### config.mk
export PLATFORM = sky130hd
export DESIGN_NAME = stat_pkt_gen
export DESIGN_NICKNAME = d
export VERILOG_FILES = /design/src/rtl/stpk_pkg.sv /design/src/rtl/stpk_cfg.sv /design/src/rtl/stpk_tx.sv /design/src/rtl/stat_pkt_gen.sv
export SDC_FILE = /design/constraint.sdc
export NUM_CORES = 1
export LEC_CHECK = 0
export BUFFER_PORTS_ARGS = -buffer_cell sky130_fd_sc_hd__buf_2
export CORE_ASPECT_RATIO = 1.75
export CORE_UTILIZATION = 60
export DETAILED_ROUTE_END_ITERATION = 10
export PLACE_DENSITY_LB_ADDON = 0.12
export SYNTH_ARGS = -nofsm -noshare
export SYNTH_HDL_FRONTEND = slang
export SYNTH_SLANG_ARGS = --single-unit
### constraint.sdc
create_clock -name clk -period 3.4 [get_ports clk]
set_input_delay 0.68 -clock clk [delete_from_list [all_inputs] [get_ports clk]]
set_output_delay 0.68 -clock clk [all_outputs]
set_load 0.005 [all_outputs]
### src/rtl/stpk_pkg.sv
package stpk_pkg;

  localparam int MAX_PAYLOAD = 26;
  localparam int SEQ_W       = 6;

  typedef enum logic [1:0] {
    MODE_OFF       = 2'd0,
    MODE_ONCE      = 2'd1,
    MODE_AUTO      = 2'd2,
    MODE_ONCE_AUTO = 2'd3
  } rpt_mode_e;

  typedef enum logic [1:0] {
    TX_IDLE = 2'd0,
    TX_REQ  = 2'd1,
    TX_SEND = 2'd2
  } tx_state_e;

  // number of data bytes after the header for a given payload width
  function automatic int data_bytes(int payload);
    return (payload - 2 + 7) / 8;
  endfunction

  // header byte: sequence number above the two lowest status bits
  function automatic logic [7:0] head_byte(logic [SEQ_W-1:0] seq, logic [1:0] low);
    return {seq, low};
  endfunction

  // data byte number idx (0-based) from a zero-padded status copy
  function automatic logic [7:0] body_byte(logic [MAX_PAYLOAD-1:0] snap, int idx);
    logic [MAX_PAYLOAD+7:0] wide;
    wide = {8'b0, snap};
    wide = wide >> (2 + 8 * idx);
    return wide[7:0];
  endfunction

endpackage

### src/rtl/stpk_cfg.sv
module stpk_cfg
  import stpk_pkg::*;
#(
  parameter int PAYLOAD_BITS = 15
) (
  input  logic                    clk,
  input  logic                    rst_n,
  input  logic                    cfg_we,
  input  logic [7:0]              cfg_data,
  input  logic [PAYLOAD_BITS-1:0] stat_in,
  input  logic                    capture,
  output logic                    due,
  output logic [SEQ_W-1:0]        seq
);

  rpt_mode_e               mode_q;
  logic [SEQ_W-1:0]        seq_q;
  logic                    once_pend_q;
  logic [PAYLOAD_BITS-1:0] last_sent_q;

  // named events for checks and readability
  logic stat_changed;
  logic auto_armed;
  logic wr_wants_once;

  assign stat_changed  = (stat_in != last_sent_q);
  assign auto_armed    = (mode_q == MODE_AUTO);
  assign wr_wants_once = (cfg_data[7:6] == MODE_ONCE) || (cfg_data[7:6] == MODE_ONCE_AUTO);

  assign due = once_pend_q || (auto_armed && stat_changed);
  assign seq = seq_q;

  always_ff @(posedge clk or negedge rst_n) begin
    if (!rst_n) begin
      mode_q      <= MODE_OFF;
      seq_q       <= '0;
      once_pend_q <= 1'b0;
      last_sent_q <= '0;
    end else begin
      if (capture) begin
        last_sent_q <= stat_in;
        once_pend_q <= 1'b0;
        if (mode_q == MODE_ONCE_AUTO) mode_q <= MODE_AUTO;
      end
      // a write in the same cycle overrides the capture bookkeeping
      if (cfg_we) begin
        mode_q      <= rpt_mode_e'(cfg_data[7:6]);
        seq_q       <= cfg_data[SEQ_W-1:0];
        once_pend_q <= wr_wants_once;
      end
    end
  end

  // off mode never produces a due report
  assert_off_quiet_R2: assert property (@(posedge clk) disable iff (!rst_n)
    (mode_q == MODE_OFF) |-> !due);

  // after the single report of mode 3 the block is in change-driven mode
  assert_once_then_auto_R8: assert property (@(posedge clk) disable iff (!rst_n)
    (capture && !cfg_we && mode_q == MODE_ONCE_AUTO) |=> (mode_q == MODE_AUTO));

  // a capture records the reported value, so the change flag clears
  assert_capture_clears_change_R7: assert property (@(posedge clk) disable iff (!rst_n)
    (capture && !cfg_we && $stable(stat_in)) |=> !stat_changed || !$stable(stat_in));

endmodule

### src/rtl/stpk_tx.sv
module stpk_tx
  import stpk_pkg::*;
#(
  parameter int          PAYLOAD_BITS = 15,
  parameter logic [7:0]  ADDR_BYTE    = 8'hA5
) (
  input  logic                    clk,
  input  logic                    rst_n,
  input  logic                    due,
  input  logic [SEQ_W-1:0]        seq,
  input  logic [PAYLOAD_BITS-1:0] stat_in,
  input  logic                    pkt_ack,
  output logic                    capture,
  output logic                    pkt_req,
  output logic [7:0]              pkt_byte
);

  localparam int ND    = data_bytes(PAYLOAD_BITS);
  localparam int IDX_W = $clog2(ND + 1);
  localparam logic [IDX_W-1:0] LAST_IDX = IDX_W'(ND);

  tx_state_e               state_q;
  logic [IDX_W-1:0]        idx_q;
  logic [PAYLOAD_BITS-1:0] snap_stat_q;
  logic [SEQ_W-1:0]        snap_seq_q;
  logic [MAX_PAYLOAD-1:0]  snap_wide;

  // named events
  logic sending;
  logic in_flight;
  logic acked;
  logic last_byte;

  assign sending   = (state_q == TX_SEND);
  assign in_flight = (state_q != TX_IDLE);
  assign acked     = (state_q == TX_REQ) && pkt_ack;
  assign last_byte = sending && (idx_q == LAST_IDX);
  assign capture   = (state_q == TX_IDLE) && due;
  assign pkt_req   = (state_q == TX_REQ);

  always_comb begin
    snap_wide = '0;
    snap_wide[PAYLOAD_BITS-1:0] = snap_stat_q;
  end

  always_ff @(posedge clk or negedge rst_n) begin
    if (!rst_n) begin
      state_q     <= TX_IDLE;
      idx_q       <= '0;
      snap_stat_q <= '0;
      snap_seq_q  <= '0;
    end else begin
      unique case (state_q)
        TX_IDLE: if (capture) begin
          state_q     <= TX_REQ;
          snap_stat_q <= stat_in;
          snap_seq_q  <= seq;
        end
        TX_REQ: if (acked) begin
          state_q <= TX_SEND;
          idx_q   <= '0;
        end
        TX_SEND: begin
          if (last_byte) state_q <= TX_IDLE;
          else           idx_q   <= idx_q + 1'b1;
        end
        default: state_q <= TX_IDLE;
      endcase
    end
  end

  always_comb begin
    pkt_byte = 8'h00;
    unique case (state_q)
      TX_REQ:  pkt_byte = ADDR_BYTE;
      TX_SEND: pkt_byte = (idx_q == '0) ? head_byte(snap_seq_q, snap_stat_q[1:0])
                                        : body_byte(snap_wide, int'(idx_q) - 1);
      default: pkt_byte = 8'h00;
    endcase
  end

  // request and address byte persist until acknowledged
  assert_req_hold_R3: assert property (@(posedge clk) disable iff (!rst_n)
    (pkt_req && !pkt_ack) |=> (pkt_req && pkt_byte == ADDR_BYTE));

  // acknowledge drops the request and brings up the header next clock
  assert_head_after_ack_R4: assert property (@(posedge clk) disable iff (!rst_n)
    (pkt_req && pkt_ack) |=> (!pkt_req && pkt_byte[1:0] == snap_stat_q[1:0]));

  // the packet ends after the last data byte
  assert_packet_ends_R4: assert property (@(posedge clk) disable iff (!rst_n)
    last_byte |=> !sending);

  // a request rising carries the status present at that edge
  assert_capture_value_R6: assert property (@(posedge clk) disable iff (!rst_n)
    $rose(pkt_req) |-> (snap_stat_q == $past(stat_in)));

  // the copy does not move while a packet is in flight
  assert_snap_stable_R6: assert property (@(posedge clk) disable iff (!rst_n)
    in_flight |=> $stable(snap_stat_q));

  // quiet bus when nothing is pending or being sent
  assert_bus_quiet_R9: assert property (@(posedge clk) disable iff (!rst_n)
    (!pkt_req && !sending) |-> (pkt_byte == 8'h00));

endmodule

### src/rtl/stat_pkt_gen.sv
module stat_pkt_gen
  import stpk_pkg::*;
#(
  parameter int          PAYLOAD_BITS = 15,
  parameter logic [7:0]  ADDR_BYTE    = 8'hA5
) (
  input  logic                    clk,
  input  logic                    rst_n,
  input  logic                    cfg_we,
  input  logic [7:0]              cfg_data,
  input  logic [PAYLOAD_BITS-1:0] stat_in,
  input  logic                    pkt_ack,
  output logic                    pkt_req,
  output logic [7:0]              pkt_byte
);

  logic             due;
  logic             capture;
  logic [SEQ_W-1:0] seq;

  stpk_cfg #(
    .PAYLOAD_BITS(PAYLOAD_BITS)
  ) u_cfg (
    .clk      (clk),
    .rst_n    (rst_n),
    .cfg_we   (cfg_we),
    .cfg_data (cfg_data),
    .stat_in  (stat_in),
    .capture  (capture),
    .due      (due),
    .seq      (seq)
  );

  stpk_tx #(
    .PAYLOAD_BITS(PAYLOAD_BITS),
    .ADDR_BYTE   (ADDR_BYTE)
  ) u_tx (
    .clk      (clk),
    .rst_n    (rst_n),
    .due      (due),
    .seq      (seq),
    .stat_in  (stat_in),
    .pkt_ack  (pkt_ack),
    .capture  (capture),
    .pkt_req  (pkt_req),
    .pkt_byte (pkt_byte)
  );

  // nothing on the bus and no request in the first cycle after reset
  assert_reset_idle_R1: assert property (@(posedge clk) disable iff (!rst_n)
    $rose(rst_n) |-> (!pkt_req && pkt_byte == 8'h00));

endmodule

* Yosys cells after proc, flatten, opt, wreduce, memory -nomap -nowiden
Index checks and enable logic that the tools add are counted.
Operators by class: shifts and indexed selects 1, add/subtract/negate cells 3, eq/ne operators 12, reduce and logical (&&, ||, !) cells 15, multiplexer cells 14
Operators with widths (count):
- $add A3 B32 Y32 const A | 1
- $shr A15 B32 Y8 | 1
- $mux W2 | 8
- $pmux W8 S2 | 1
- $ne A15 B15 Y1 | 1
- $eq A2 B2 Y1 const B | 5
- $mux W8 | 1
- $ne A2 B2 Y1 const B | 3
- $pmux W2 S3 | 1
- $reduce_and A3 Y1 | 2
- $reduce_bool A2 Y1 | 3
- $eq A2 B1 Y1 const B | 2
- $logic_and A1 B1 Y1 | 4
- $logic_not A2 Y1 | 2
- $pmux W2 S2 | 1
- $reduce_and A2 Y1 | 2
- $sub A2 B1 Y3 const B | 1
- $add A2 B1 Y2 const B | 1
- $logic_or A1 B1 Y1 | 2
- $mux W1 | 2
- $ne A2 B1 Y1 const B | 1
Word-level totals: output and inout port bits 9, flip-flop bits (word level) 49, input port bits 27

* Longest topological paths before layout
word-level depth 6, gate-level depth with buffers 7, gate-level depth less buffers 6

* Modules after synthesis
Synthesis repeated with hierarchy kept, for this count alone.
Second synthesis, totals: cell total of the unflattened synthesis 181, area, all modules 2409.8 sq um
Modules (own cells, without submodules):
- stpk_tx | instances 1, seq. area each 625.6 sq um, cells each 105, area an instance 1343.8 sq um
- stpk_cfg | instances 1, seq. area each 600.6 sq um, cells each 76, area an instance 1066.0 sq um

* Worst setup path before layout
Ideal clock, no wire load.
path kind flip-flop to output port, start point reg u_tx.idx_q[0], end point out pkt_byte[2], arrival time 1.445 ns, path slack 1.275 ns, data required time 2.720 ns, cell stages (with the launch flop) 7, path through dfrtp_1 -> buf_2 -> inv_1 -> ha_1 -> nor2b_1 -> a22oi_1 -> o21ai_0
Between the ends: longest elaborated chain between the ends 5, elaborated cells on any way between the ends 6, those cells by class 2 x add/sub; 1 x shift; 2 x mux; 1 x reduce/logical
Ends and longest elaborated chain:
- start: declaration | line stpk_tx.sv:23 | logic [IDX_W-1:0] idx_q;
- start signal: assignment | line stpk_tx.sv:65 | else idx_q <= idx_q + 1'b1;
- $sub A2 B1 Y3 | line stpk_tx.sv:77 | : body_byte(snap_wide, int'(idx_q) - 1);
- $add A3 B32 Y32 | line stpk_pkg.sv:33 | wide = wide >> (2 + 8 * idx);
- $shr A15 B32 Y8 | line stpk_pkg.sv:33
- $mux W8 * | line stpk_tx.sv:76 | TX_SEND: pkt_byte = (idx_q == '0) ? head_byte(snap_seq_q, snap_stat_q[1:0])
- $pmux W8 S2 * | line stpk_tx.sv:74 | unique case (state_q)
- end: declaration | line stat_pkt_gen.sv:14 | output logic [7:0] pkt_byte
Mark *: on every way between the ends. The rest lies on a longest branch, timed or not.

* Worst setup path in the final report
start point reg u_tx.idx_q[0], end point out pkt_byte[4]
The elaborated chain is that of the path after synthesis.

==> parameters.txt <==
Parameter                              Value

Status
  Outcome    finished clean

Pwr
  Power per standard cell area    just under 800 nW/um2
  Total power after layout    1.89 mW
  Pleak    1.17 nW
  Highest ir drop seen on vdd    548 uV

Setup path
  Data arrival time of the worst path    roughly 2.1 ns
  Register-to-register setup slack    1.29 ns
  Worst reg2reg startpoint    u_tx.state_q[0]
  Crit path max fanout    9
  Reg2reg path depth    5
  Type of element launching the critical path    register
  Required @ worst endpoint    approximately 2.7 ns
  Worst reg2reg path endpoint    u_tx.snap_seq_q[3]
  Start-to-end type of the worst setup path    register to output port
  Critical path launch point    u_tx.idx_q[0]
  Critical path capture point type    output port

Timing
  Fin crit share    0.822
  Final worst path period need    between 2 and 3 ns
  Pin slew with the least headroom to its limit    ~0.9 ns
  Worst clock skew    0.00418 ns
  Peak Freq    358 MHz
  Final TNS setup    0 ns
  Endpoints failing setup    0
  Final hold viol count    0
  Number of pins with negative max-slew slack in the final report    0
  Worst relative slew slack    0.416
  Setup repair after global routing missed its margin    false

Floorplan
  Effective utilization at floorplan    0.624
  Num rows    28
  Core outline area    3360 um2
  I/O pin total    36
  Die outline width    46.7 um
  Chip height    ~80 um
  Die Outline Area    3750 um2

Clock tree
  Clock input transition at the sequential cells of the worst setup and hold paths    0.07 ns
  Number of buffers added by the clock tree synthesis step    5
  Post-CTS Setup Bufs    0
  Clock root cell    clkbuf_8
  Worst-Skew Late Latency    0.29 ns
  PostCTS Resize Cnt    0
  H-tree depth    2
  Clock tree from TritonCTS    done
  CTS Buffer Depth    2
  Clock sink count    34
  Number of hold-repair buffers added at the cts stage    0

Global route
  Wire length of the first global-routing pass    roughly 7.5 mm
  GRT Total Usage    0.281
  Met3 Track Usage GR    0.0562
  Met2 track demand over resource    0.489
  Most congested layer reported by global routing    met2
  Pin count of the biggest net entering global routing    35
  Grt met1 use    0.301
  Vias in the first global route    1,689
  Initial antenna violation count    0
  Overflow after GRT    0

Synthesis
  Count of cell types in the netlist    36
  Share of synthesized registers carrying an async set or reset    1.00
  Proportion of netlist area held by the largest area contributor    0.405
  Total nets after synthesis    around 250
  Total of flip-flops plus latches after synthesis    34
  Total of warnings raised by yosys    0
  Sequential fraction of the synthesis area    0.405
  Dominant register cell in the synthesized netlist    dfrtp_1
  Number of enable flip-flop cells after synthesis    0
  Most area-hungry cell type in the Yosys netlist    dfrtp_1
  Ranking of synthesized cells by area    dfrtp_1, a22oi_1, nand2_1, mux2_2, xor2_1
  Number of cells produced by synthesis    219
  Avg Inst Size Synth    9.59 um2
  Synth Cell Area    between 2000 and 2500 um2

Routing
  DR WL/cell    15.5 um
  Antenna violation net count after detailed routing    0
  Final wirelength    4.59 mm
  Via-per-instance ratio    around 6.0
  Routed vias    1,767
  First-pass detailed-route iteration total    4
  Remaining routing DRC violations    0
  First DRT Iteration DRCs    40

Worst hold path
  Worst min-delay path category    input pin to asynchronous set/reset pin

Placed design
  Routability-driven placement congestion ratio    0.899
  Estimated wirelength of the detail-placed design    about 3.3 mm
  IO Port Bufs    35

Cells and area
  Area added between synthesis and finish    13.3%
  Fin nets    282
  Share of post-route cells with drive strength above 1    0.251
  Antenna diode count    0

Job
  Count of maximum capacitance violations    0
Yosys cell counts, types with 2 or more instances:
cell type   n
clkbuf_1    4
nand3_1     4
nor2b_1     8
ha_1        5
and2_1      2
nor2_1      8
nand2_1    38
a22oi_1    20
dfrtp_1    34
o21ai_0     4
nor4_2      3
mux2i_1     9
and3_1      7
a21oi_1     6
inv_1       4
mux2_2     12
a221oi_1    6
buf_2       6
a211oi_1    6
xor2_1     15
nand2b_1    3
layout make-up:
type / instances / area (um2)
clock inverters: 2 / 12.5
inverters: 4 / 15.0
flip-flops and latches: 34 / 851
repair buffers: 36 / 183
well taps: 45 / 56.3
clock buffers: 6 / 82.6
fillers: 274 / 983
multi-input cells: 169 / 1180
worst max-delay path: stages (launching register included):
cell and delay [ns]:
dfrtp_1 0.52, inv_1 0.16, ha_1 0.38, nor2b_1 0.34, a22oi_1 0.13, nor2b_1 0.16
buf_2 0.13
sequential cells by signal (all words and copies together) (netlist names):
register           cells
u_tx.snap_seq_q        6
u_tx.snap_stat_q      15
u_cfg.once_pend_q      1
u_cfg.mode_q           2
u_tx.state_q           2
u_cfg.seq              6
u_tx.idx_q             2
kinds of logic (layout without fill, tap and decap cells):
kind of cell	count (synthesis)	in the layout	synth area share
mux	21	21	0.107
buf+inv	16	48	0.0328
compound gates	49	49	0.169
fa+ha+maj	5	5	0.0298
simple gates	79	79	0.194
xor+xnor	15	15	0.0626
flops	34	34	0.405
worst max-delay path by stage:
stage | to | depth (start not counted)
3_3_place_gp | pkt_byte[4] | 6
2_1_floorplan | pkt_byte[2] | 6
6_report | pkt_byte[4] | 6
3_5_place_dp | pkt_byte[4] | 6
5_1_grt | pkt_byte[4] | 6
4_1_cts | pkt_byte[4] | 6
cell usage in the layout, fill, tap and decap left out, drive strengths merged, types with 2 or more instances in the layout:
master,n
a211oi,6
a21oi,6
a221oi,6
a22oi,20
and2,2
and3,7
buf,36
clkbuf,6
dfrtp,34
ha,5
inv,4
mux2,12
mux2i,9
nand2,38
nand2b,3
nand3,4
nor2,8
nor2b,8
nor4,3
o21ai,5
xor2,15
report_power, final:
group          internal (mW)  switching [mW]  total (mW)
clock                  0.163           0.149       0.312
combinational          0.399           0.446       0.845
sequential             0.558           0.173       0.731
metrics by stage:
stage | hold WS, ns | setup WS [ns] | instance area [um2] | utilization | std cells
after detailed placement | 0.507 | 0.950 | 2280 | 0.679 | 288
after floorplan | 0.384 | 1.27 | 2100 | - | 219
final | 0.461 | 0.605 | 2380 | 0.708 | 296
after global placement | 0.493 | 0.989 | 2280 | 0.679 | 288
after CTS | 0.476 | 0.615 | 2380 | 0.708 | 296
after global routing | 0.524 | 0.430 | 2380 | 0.708 | 296
layer usage:
layer / vias up / part of all wire
li1: 852 / -
met1: 857 / 0.40
met2: 48 / 0.53
met3: 10 / 0.039
met4: 0 / 0.031
met5: - / 0
Note: power is estimated with default switching activity, not from simulation.
